`src/rtl/fbd_pkg.sv`:
```
package fbd_pkg;

  // Leg sequencer states. PROP_* keep the old device on while the
  // propagation count runs; WAIT_* have both devices off.
  typedef enum logic [2:0] {
    LS_SAFE    = 3'd0,
    LS_HI_ON   = 3'd1,
    LS_PROP_LO = 3'd2,
    LS_WAIT_LO = 3'd3,
    LS_LO_ON   = 3'd4,
    LS_PROP_HI = 3'd5,
    LS_WAIT_HI = 3'd6
  } leg_st_e;

  // Gate levels for a state: {pgate, ngate}
  function automatic logic [1:0] gates_of(leg_st_e s);
    case (s)
      LS_HI_ON, LS_PROP_LO: gates_of = 2'b00;
      LS_LO_ON, LS_PROP_HI: gates_of = 2'b11;
      default:              gates_of = 2'b10;
    endcase
  endfunction

endpackage

```
`src/rtl/fbd_sync.sv`:
```
module fbd_sync #(
  parameter int STAGES = 2
) (
  input  logic clk,
  input  logic rst_n,
  input  logic d,
  output logic q
);
  logic [STAGES-1:0] sh_q;

  generate
    if (STAGES == 1) begin : g_one
      always_ff @(posedge clk) begin
        if (!rst_n) sh_q <= '0;
        else        sh_q <= d;
      end
    end else begin : g_many
      always_ff @(posedge clk) begin
        if (!rst_n) sh_q <= '0;
        else        sh_q <= {sh_q[STAGES-2:0], d};
      end
    end
  endgenerate

  assign q = sh_q[STAGES-1];
endmodule

```
`src/rtl/fbd_thermal.sv`:
```
module fbd_thermal #(
  parameter int TEMP_W = 9,
  parameter int T_HOT  = 150,
  parameter int T_COOL = 110
) (
  input  logic                     clk,
  input  logic                     rst_n,
  input  logic signed [TEMP_W-1:0] temp_code,
  output logic                     hot
);
  localparam logic signed [TEMP_W-1:0] HOT_C  = TEMP_W'(T_HOT);
  localparam logic signed [TEMP_W-1:0] COOL_C = TEMP_W'(T_COOL);

  always_ff @(posedge clk) begin
    if (!rst_n)                hot <= 1'b0;
    else if (temp_code > HOT_C) hot <= 1'b1;
    else if (temp_code < COOL_C) hot <= 1'b0;
  end


  hot_set_chk: assert property (@(posedge clk) disable iff (!rst_n)
    (temp_code > HOT_C) |=> hot);


  hot_hold_chk: assert property (@(posedge clk) disable iff (!rst_n)
    (hot && temp_code >= COOL_C) |=> hot);
endmodule

```
`src/rtl/fbd_leg.sv`:
```
module fbd_leg
  import fbd_pkg::*;
#(
  parameter int TD_RISE_CYC = 35,
  parameter int TD_FALL_CYC = 35,
  parameter int TP_CYC      = 5
) (
  input  logic clk,
  input  logic rst_n,
  input  logic force_off,
  input  logic pwm_s,
  output logic pgate,
  output logic ngate
);
  localparam int MAXD = (TD_RISE_CYC > TD_FALL_CYC) ?
                        ((TD_RISE_CYC > TP_CYC) ? TD_RISE_CYC : TP_CYC) :
                        ((TD_FALL_CYC > TP_CYC) ? TD_FALL_CYC : TP_CYC);
  localparam int CW = $clog2(MAXD + 1);
  localparam logic [CW-1:0] RISE_L = CW'(TD_RISE_CYC - 1);
  localparam logic [CW-1:0] FALL_L = CW'(TD_FALL_CYC - 1);
  localparam logic [CW-1:0] PROP_L = CW'(TP_CYC - 1);

  leg_st_e       st_q, st_d;
  logic [CW-1:0] cnt_q, cnt_d;
  logic [1:0]    gt_d;

  always_comb begin
    st_d  = st_q;
    cnt_d = cnt_q;
    if (force_off) begin
      st_d  = LS_SAFE;
      cnt_d = '0;
    end else begin
      case (st_q)
        LS_SAFE: begin
          st_d  = pwm_s ? LS_WAIT_LO : LS_WAIT_HI;
          cnt_d = pwm_s ? RISE_L : FALL_L;
        end
        LS_HI_ON: if (pwm_s) begin
          st_d  = LS_PROP_LO;
          cnt_d = PROP_L;
        end
        LS_PROP_LO: begin
          if (!pwm_s)            st_d = LS_HI_ON;
          else if (cnt_q == '0) begin
            st_d  = LS_WAIT_LO;
            cnt_d = RISE_L;
          end else               cnt_d = cnt_q - 1'b1;
        end
        LS_WAIT_LO: begin
          if (!pwm_s) begin
            st_d  = LS_WAIT_HI;
            cnt_d = FALL_L;
          end else if (cnt_q == '0) st_d = LS_LO_ON;
          else                      cnt_d = cnt_q - 1'b1;
        end
        LS_LO_ON: if (!pwm_s) begin
          st_d  = LS_PROP_HI;
          cnt_d = PROP_L;
        end
        LS_PROP_HI: begin
          if (pwm_s)             st_d = LS_LO_ON;
          else if (cnt_q == '0) begin
            st_d  = LS_WAIT_HI;
            cnt_d = FALL_L;
          end else               cnt_d = cnt_q - 1'b1;
        end
        LS_WAIT_HI: begin
          if (pwm_s) begin
            st_d  = LS_WAIT_LO;
            cnt_d = RISE_L;
          end else if (cnt_q == '0) st_d = LS_HI_ON;
          else                      cnt_d = cnt_q - 1'b1;
        end
        default: begin
          st_d  = LS_SAFE;
          cnt_d = '0;
        end
      endcase
    end
  end

  assign gt_d = gates_of(st_d);

  always_ff @(posedge clk) begin
    if (!rst_n) begin
      st_q  <= LS_SAFE;
      cnt_q <= '0;
      pgate <= 1'b1;
      ngate <= 1'b0;
    end else begin
      st_q  <= st_d;
      cnt_q <= cnt_d;
      pgate <= gt_d[1];
      ngate <= gt_d[0];
    end
  end


  no_shoot_chk: assert property (@(posedge clk) disable iff (!rst_n)
    !(!pgate && ngate));


  n_after_p_chk: assert property (@(posedge clk) disable iff (!rst_n)
    $rose(ngate) |-> $past(pgate));


  p_after_n_chk: assert property (@(posedge clk) disable iff (!rst_n)
    $fell(pgate) |-> !$past(ngate));


  safe_force_chk: assert property (@(posedge clk) disable iff (!rst_n)
    force_off |=> (pgate && !ngate));
endmodule

```
`src/rtl/fbd_seq_top.sv`:
```
module fbd_seq_top #(
  parameter int TD_RISE_CYC = 35,
  parameter int TD_FALL_CYC = 35,
  parameter int TP_CYC      = 5,
  parameter int SYNC_STAGES = 2,
  parameter int TEMP_W      = 9,
  parameter int T_HOT       = 150,
  parameter int T_COOL      = 110
) (
  input  logic                     clk,
  input  logic                     rst_n,
  input  logic                     pwm1,
  input  logic                     pwm2,
  input  logic                     supply_ok,
  input  logic signed [TEMP_W-1:0] temp_code,
  output logic                     pgate1,
  output logic                     ngate1,
  output logic                     pgate2,
  output logic                     ngate2
);
  localparam int NLEG = 2;

  logic [NLEG-1:0] pwm_raw, pwm_s, pg, ng;
  logic            hot, force_off;

  assign pwm_raw   = {pwm2, pwm1};
  assign force_off = !supply_ok || hot;

  fbd_thermal #(
    .TEMP_W (TEMP_W),
    .T_HOT  (T_HOT),
    .T_COOL (T_COOL)
  ) u_therm (
    .clk       (clk),
    .rst_n     (rst_n),
    .temp_code (temp_code),
    .hot       (hot)
  );

  generate
    for (genvar g = 0; g < NLEG; g++) begin : g_leg
      fbd_sync #(.STAGES(SYNC_STAGES)) u_sync (
        .clk   (clk),
        .rst_n (rst_n),
        .d     (pwm_raw[g]),
        .q     (pwm_s[g])
      );
      fbd_leg #(
        .TD_RISE_CYC (TD_RISE_CYC),
        .TD_FALL_CYC (TD_FALL_CYC),
        .TP_CYC      (TP_CYC)
      ) u_leg (
        .clk       (clk),
        .rst_n     (rst_n),
        .force_off (force_off),
        .pwm_s     (pwm_s[g]),
        .pgate     (pg[g]),
        .ngate     (ng[g])
      );
    end
  endgenerate

  assign pgate1 = pg[0];
  assign ngate1 = ng[0];
  assign pgate2 = pg[1];
  assign ngate2 = ng[1];
endmodule

```
`config.mk`:
```
export PLATFORM = sky130hd
export DESIGN_NAME = fbd_seq_top
export DESIGN_NICKNAME = d
export VERILOG_FILES = /design/src/rtl/fbd_pkg.sv /design/src/rtl/fbd_sync.sv /design/src/rtl/fbd_thermal.sv /design/src/rtl/fbd_leg.sv /design/src/rtl/fbd_seq_top.sv
export SDC_FILE = /design/constraint.sdc
export NUM_CORES = 1
export LEC_CHECK = 0
export ABC_AREA = 1
export BUFFER_PORTS_ARGS = -buffer_cell sky130_fd_sc_hd__buf_2
export CORE_MARGIN = 1
export CORE_UTILIZATION = 45
export DETAILED_ROUTE_END_ITERATION = 6
export PLACE_DENSITY = 0.78
export SLEW_MARGIN = 10
export SYNTH_ARGS = -nofsm -noshare
export SYNTH_HDL_FRONTEND = slang
export SYNTH_SLANG_ARGS = --single-unit
```
`constraint.sdc`:
```
create_clock -name clk -period 1.5 [get_ports clk]
set_clock_uncertainty 0.2 [all_clocks]
set_input_delay 0.15 -clock clk [delete_from_list [all_inputs] [get_ports clk]]
set_output_delay 0.15 -clock clk [all_outputs]
set_load 0.1 [all_outputs]
```
* Word-level counts from Yosys, hierarchy flattened
Cells that the tools add are included.
** Word-level totals
- Flip-flop bits (word level) :: 27
- Logic and storage cells :: 106
** Cells by class
- Multiplexer cells :: 48
- $add $sub $neg :: 2
- Bitwise gates (word level) :: 1
- Order comparisons :: 2
- Reductions and logical operators :: 14
- Equal/unequal tests :: 28
** Operators by type and width (number)
- two-way mux 6 bit :: 16
- case mux 6 bit (7 select lines) :: 2
- two-way mux 3 bit :: 24
- case mux 3 bit (7 select lines) :: 2
- == test 3 bit, second input constant :: 10
- == test 3 x 2 -> 1 bit, second input constant :: 6
- inequality test 2 bit, second input constant :: 8
- == test 3 x 1 -> 1 bit, second input constant :: 4
- zero test 6 bit :: 2
- subtractor 6 x 1 -> 6 bit, second input constant :: 2
- OR reduction 2 bit :: 5
- greater-than comparator 9 bit, second input constant :: 1
- < comparator 9 x 8 -> 1 bit, second input constant :: 1
- case mux 2 bit (2 select lines) :: 2
- AND reduction 4 bit :: 2
- zero test 3 bit :: 2
- two-way mux 1 bit :: 2
- nonzero test 2 bit :: 1
- zero test 1 bit :: 1
- logical OR 1 bit :: 1
- NOT 1 bit :: 1

* Logic depth before layout (Yosys ltp)
- Word-level depth :: 8
- Depth in mapped cells :: 11

* Cells and area by module
Synthesis repeated with hierarchy kept, for this count alone.
** Unflattened totals
- Cell total of the unflattened synthesis :: 314
- Area, all modules :: 1980.6 um^2
** Modules (own cells, without submodules)
- fbd_leg :: cells each 138, instances 2, seq. area each 220.2 um^2, area each 874.6 um^2
- fbd_thermal :: cells each 24, instances 1, seq. area each 20.0 um^2, area each 113.9 um^2
- fbd_sync :: cells each 6, instances 2, seq. area each 40.0 um^2, area each 55.1 um^2
- fbd_seq_top :: cells each 2, instances 1, seq. area each 0.0 um^2, area each 7.5 um^2

* Worst setup path before layout
Ideal clock, no wire load.
- Path kind :: register to register
- From :: register g_leg[0].u_leg.cnt_q[0]
- To :: register g_leg[0].u_leg.cnt_q[0]
- Clock period less this slack :: 1.690 ns
- Data arrival time :: 1.420 ns
- Path slack :: -0.190 ns
- Data required time :: 1.230 ns
- Cell stages (with the launch flop) :: 8
- Cell sequence :: dfxtp_1 > inv_1 > ha_1 > nand4_4 > ha_1 > o21ai_0 > nand2_1 > a21oi_1
** Between the ends
- Longest elaborated chain between the ends :: 4
- Elaborated cells between the ends (all ways) :: 9
** RTL lines
- from (decl) :: line fbd_leg.sv:24 : logic [CW-1:0] cnt_q, cnt_d;
- from (signal assigned) :: line fbd_leg.sv:93 : cnt_q <= cnt_d;
- subtractor 6 x 1 -> 6 bit / zero test 6 bit (equally long branches)
- two-way mux 6 bit (on tied branches) (2 in series)
- case mux 6 bit (7 select lines) * :: line fbd_leg.sv:34 : case (st_q)
Every way passes the cells marked *; elsewhere a longest branch is shown, timed or not. The select of a mux whose other input is x is not followed.
A chain may end at the register's enable or synchronous reset.

* Worst setup path in the final report
- From :: register g_leg[1].u_leg.cnt_q[0]
- To :: register g_leg[1].u_leg.pgate
** Between the ends
- Longest elaborated chain between the ends :: 8
- Elaborated cells between the ends (all ways) :: 18
** RTL lines
- from (decl) :: line fbd_leg.sv:24
- from (signal assigned) :: line fbd_leg.sv:93
- zero test 6 bit *
- two-way mux 3 bit (on tied branches) (2 in series)
- case mux 3 bit (7 select lines) * :: line fbd_leg.sv:34
- two-way mux 3 bit * :: line fbd_leg.sv:30 : if (force_off) begin
- == test 3 bit, or another cell as far along :: line fbd_pkg.sv:17 : case (s)
- OR reduction 2 bit :: line fbd_pkg.sv:17
- case mux 2 bit (2 select lines) * :: line fbd_pkg.sv:17
- to (signal assigned) :: line fbd_leg.sv:94 : pgate <= gt_d[1];
- to (decl) :: line fbd_leg.sv:12 : output logic pgate,
Every way passes the cells marked *; elsewhere a longest branch is shown, timed or not.

==> impl_metrics.yaml <==
run_status:
  status: "finished, violations left"
  violations: "negative setup slack"
timing:
  slew_headroom_pct: 67.4
  finalWorstSetupSlack_ns: -0.148
  slew_violations: 0
  setup_violations: 20
  hold_viol: 0
  min_period_ns: 1.65
  worstMarginPinSlew_ns: 0.492
  rsz0062_at_grt: "true"
  max_freq_mhz: 607
  finalSetupTns_ns: -1.32
  post-route-period-util_pct: 110
worst_setup_path:
  required_ns: 1.49
  setup.worst_path.start_class: "register"
  ff2ff_setup_slack_ns: -0.15
  crit_fanout: 5
  slowest_delay_ns: 0.38
  rr_worst_depth: 9
  path_cells: "inv_4 -> ha_4 -> nand4_4 -> inv_1 -> a21oi_1 -> nand2_1 -> nand2_1 -> nand2_1 -> nand3_1"
  cp-endpoint: "g_leg[1].u_leg.pgate"
  reg2reg_from: "g_leg[1].u_leg.cnt_q[0]"
  critPathKind: "reg2reg"
  critical_path.startpoint: "g_leg[1].u_leg.cnt_q[0]"
  r2r_end: "g_leg[1].u_leg.pgate"
  cp-end-kind: "register"
  cp_slowest_cell: "dfxtp_4"
  worstPathArrival_ns: 1.64
  worst_path_most_repeated_cell: "nand2_1"
logic_synthesis:
  ys_seq_area_share_pct: 29.9
  netlist_area_um2: 1810
  avgSynthCellArea_um2: 6.31
  ys.flop_type: "dfxtp_1"
  synth_cells: 287
  synth-async-reset-ratio_pct: 0
  synth_edf_count: 0
  ys_ff_latch: 27
  yosysUniqueCellTypes: 30
  ys_warn_count: 0
  syn_nets: 307
pwr:
  ir_drop_mv: 0.669
  p_sw_share_pct: 39.5
  internal_power_w: 0.00145
  powerDensity_nw_per_um2: 890
  p_seq_share_pct: 34.3
  pwr-share-clk_pct: 18.8
  power_leakage_nw: 1.30
  comb_power_share_pct: 46.9
  power.switching_w: 0.000945
clock_tree:
  cts_buffer_depth: 2
  cts_made_buffers: 3
  cts_sinks: 27
  worstSkewPairLatency_ns: 0.29
  cts_tree: "done"
  clk_pin_slew_ns: 0.10
  h-tree-depth: 1
  cts_root_buf: "clkbuf_8"
floorplanning:
  die_w_um: 65.4
  die_y_um: 65.4
  coreArea_um2: 3770
  num_rows: 22
  io_pins: 18
  die-area_um2: 4280
  start_util_pct: 48.0
global_routing:
  grt_max_degree: 18
  grt_pass1_wl_mm: 8.38
  grtUsageTotal_pct: 25.4
  antenna_found_initial: 0
  overflow: 0
  grt_pass1_vias: 1944
route:
  num_vias: 2194
  drc_errors: 0
  drt_iter0_markers: 143
  avgRoutedWirePerCell_um: 13.6
  vias_per_cell: 5.33
  routed_wl_mm: 5.59
  drt_first_pass_iters: 5
  drtAntennaViolNets: 0
place:
  port_buffers: 17
  globalplace.congestion: 0.926
  hpwl_mm: 3.56
  post_dp_cell_area_um2: 2360
finish:
  diodes: 0
  nFillCells: 264
  drive_gt1_share_pct: 41.2
  multi_input_area_um2: 1300
  synthToLayoutAreaGrowth_pct: 48.4
  final_nets: 385
  fin_area_um2: 2690
  seq_area_um2: 561
flow_run:
  max_cap_viol_count: 0
worst_hold_path:
  hold_class: "in2reg"
cell usage after synthesis (2+ instances only):
library cell	number	share of area, %
nor2_1	27	5.6
nand3_1	28	7.7
o21ai_0	19	5.3
a21oi_1	20	5.5
nor2_2	3	1.0
nand4_2	2	1.4
nand2_2	7	2.4
dfxtp_1	27	30
a21oi_2	2	0.97
inv_1	41	8.5
nor3_1	3	0.83
nand2_1	78	16
ha_1	6	4.1
xor2_1	4	1.9
nand4_1	3	1.0
o211ai_1	3	1.2
kinds of logic (layout without fill, tap and decap cells):
family,count (synthesis),after routing,synth area share (%)
and+or+nand+nor,153,154,38.0
AOI/OAI and AO/OA,51,51,16.0
buffers and inverters,45,121,9.54
DFF,27,27,29.9
adders and majority gates,6,6,4.15
xor gates and xnor gates,5,5,2.42
worst min-delay path by stage:
stage,from,end,slack [ns],cells past startpoint
2_1_floorplan,pwm1,g_leg[0].u_sync.sh_q[0],0.05,2
3_3_place_gp,pwm1,g_leg[0].u_sync.sh_q[0],0.13,3
3_5_place_dp,pwm2,g_leg[1].u_sync.sh_q[0],0.14,3
4_1_cts,temp_code[8],u_therm.hot,0.01,4
5_1_grt,temp_code[5],u_therm.hot,0.07,3
6_report,temp_code[5],u_therm.hot,0.06,3
timing repair:
item,4_1_cts,5_1_grt
pin swaps,11,20
gates resized for setup,28,29
hold endpoints to repair,6,0
setup buffers,2,3
setup endpoints to repair,20,22
hold buffers,6,0
cloned,1,0
metal layers:
layer,track usage [%],wire length (µm),vias to the layer above
li1,-,-,1091
met1,31.8,2330,986
met2,43.8,2760,101
met3,5.03,326,16
met4,7.07,168,0
met5,0,0,-
cells in the final DEF (no fill, tap or decap), types with 2 or more instances in the layout:
cell type	Yosys	final
buf_4	0	48
nor3_2	0	2
inv_1	41	32
nor2_4	1	4
ha_4	0	5
a21oi_1	20	18
inv_2	1	8
buf_6	0	2
nand4_1	3	3
nand3_1	28	22
xor2_1	4	4
o21ai_2	1	8
nand3_2	0	6
nand2_2	7	10
nor2_1	27	18
inv_4	1	3
dfxtp_1	27	13
buf_2	1	17
nor2_2	3	9
dfxtp_2	0	13
nand4_2	2	2
o21ai_1	1	4
a21oi_2	2	4
nand2_1	78	75
o211ai_1	3	3
nand4_4	1	2
o21ai_0	19	9
dlygate4sd3_1	0	6
clkbuf_8	0	3
registers in the layout, indices dropped and copies added (netlist names):
signal and cells:
g_leg.u_leg.cnt_q 12, g_leg.u_leg.ngate 2, g_leg.u_leg.pgate 2, g_leg.u_leg.st_q 6, g_leg.u_sync.sh_q 4, u_therm.hot 1
worst max-delay path, delay by kind of cell (launching register included):
kind | cells | cell delay [ns]
DFF | 1 | 0.38
buffers and inverters | 2 | 0.25
adders and majority gates | 1 | 0.15
and+or+nand+nor | 5 | 0.48
AOI/OAI and AO/OA | 1 | 0.10
power by group through the flow:
stage,Sequential [W],Combinational (W),Clock [W]
final,0.000820,0.00112,0.000451
after global routing,0.000826,0.00122,0.000487
after CTS,0.000816,0.00102,0.000455
after detailed placement,0.000825,0.000940,0
after global placement,0.000824,0.000922,0
after floorplan,0.000897,0.000543,0
area by class of cell:
cell class / count / area share (%)
sequential: 27 / 20.9
multi-input combinational: 216 / 48.4
clock inverter: 1 / 0.326
tap: 48 / 2.23
timing repair buffer: 74 / 20.4
clock buffer: 3 / 1.54
inverter: 43 / 6.28
metrics by stage:
| step | utilization, % | total power, W | hold slack [ns] | std cells | setup WS, ns |
|---|---|---|---|---|---|
| after floorplan | - | 0.00144 | 0.0476 | 287 | -0.0150 |
| after global placement | 62.6 | 0.00175 | 0.133 | 396 | -0.0749 |
| after detailed placement | 62.6 | 0.00177 | 0.143 | 396 | -0.144 |
| after CTS | 68.3 | 0.00229 | 0.0122 | 409 | -0.101 |
| after global routing | 71.3 | 0.00253 | 0.0658 | 412 | -0.235 |
| final | 71.3 | 0.00239 | 0.0617 | 412 | -0.148 |
(Power assumes the default switching activity.)
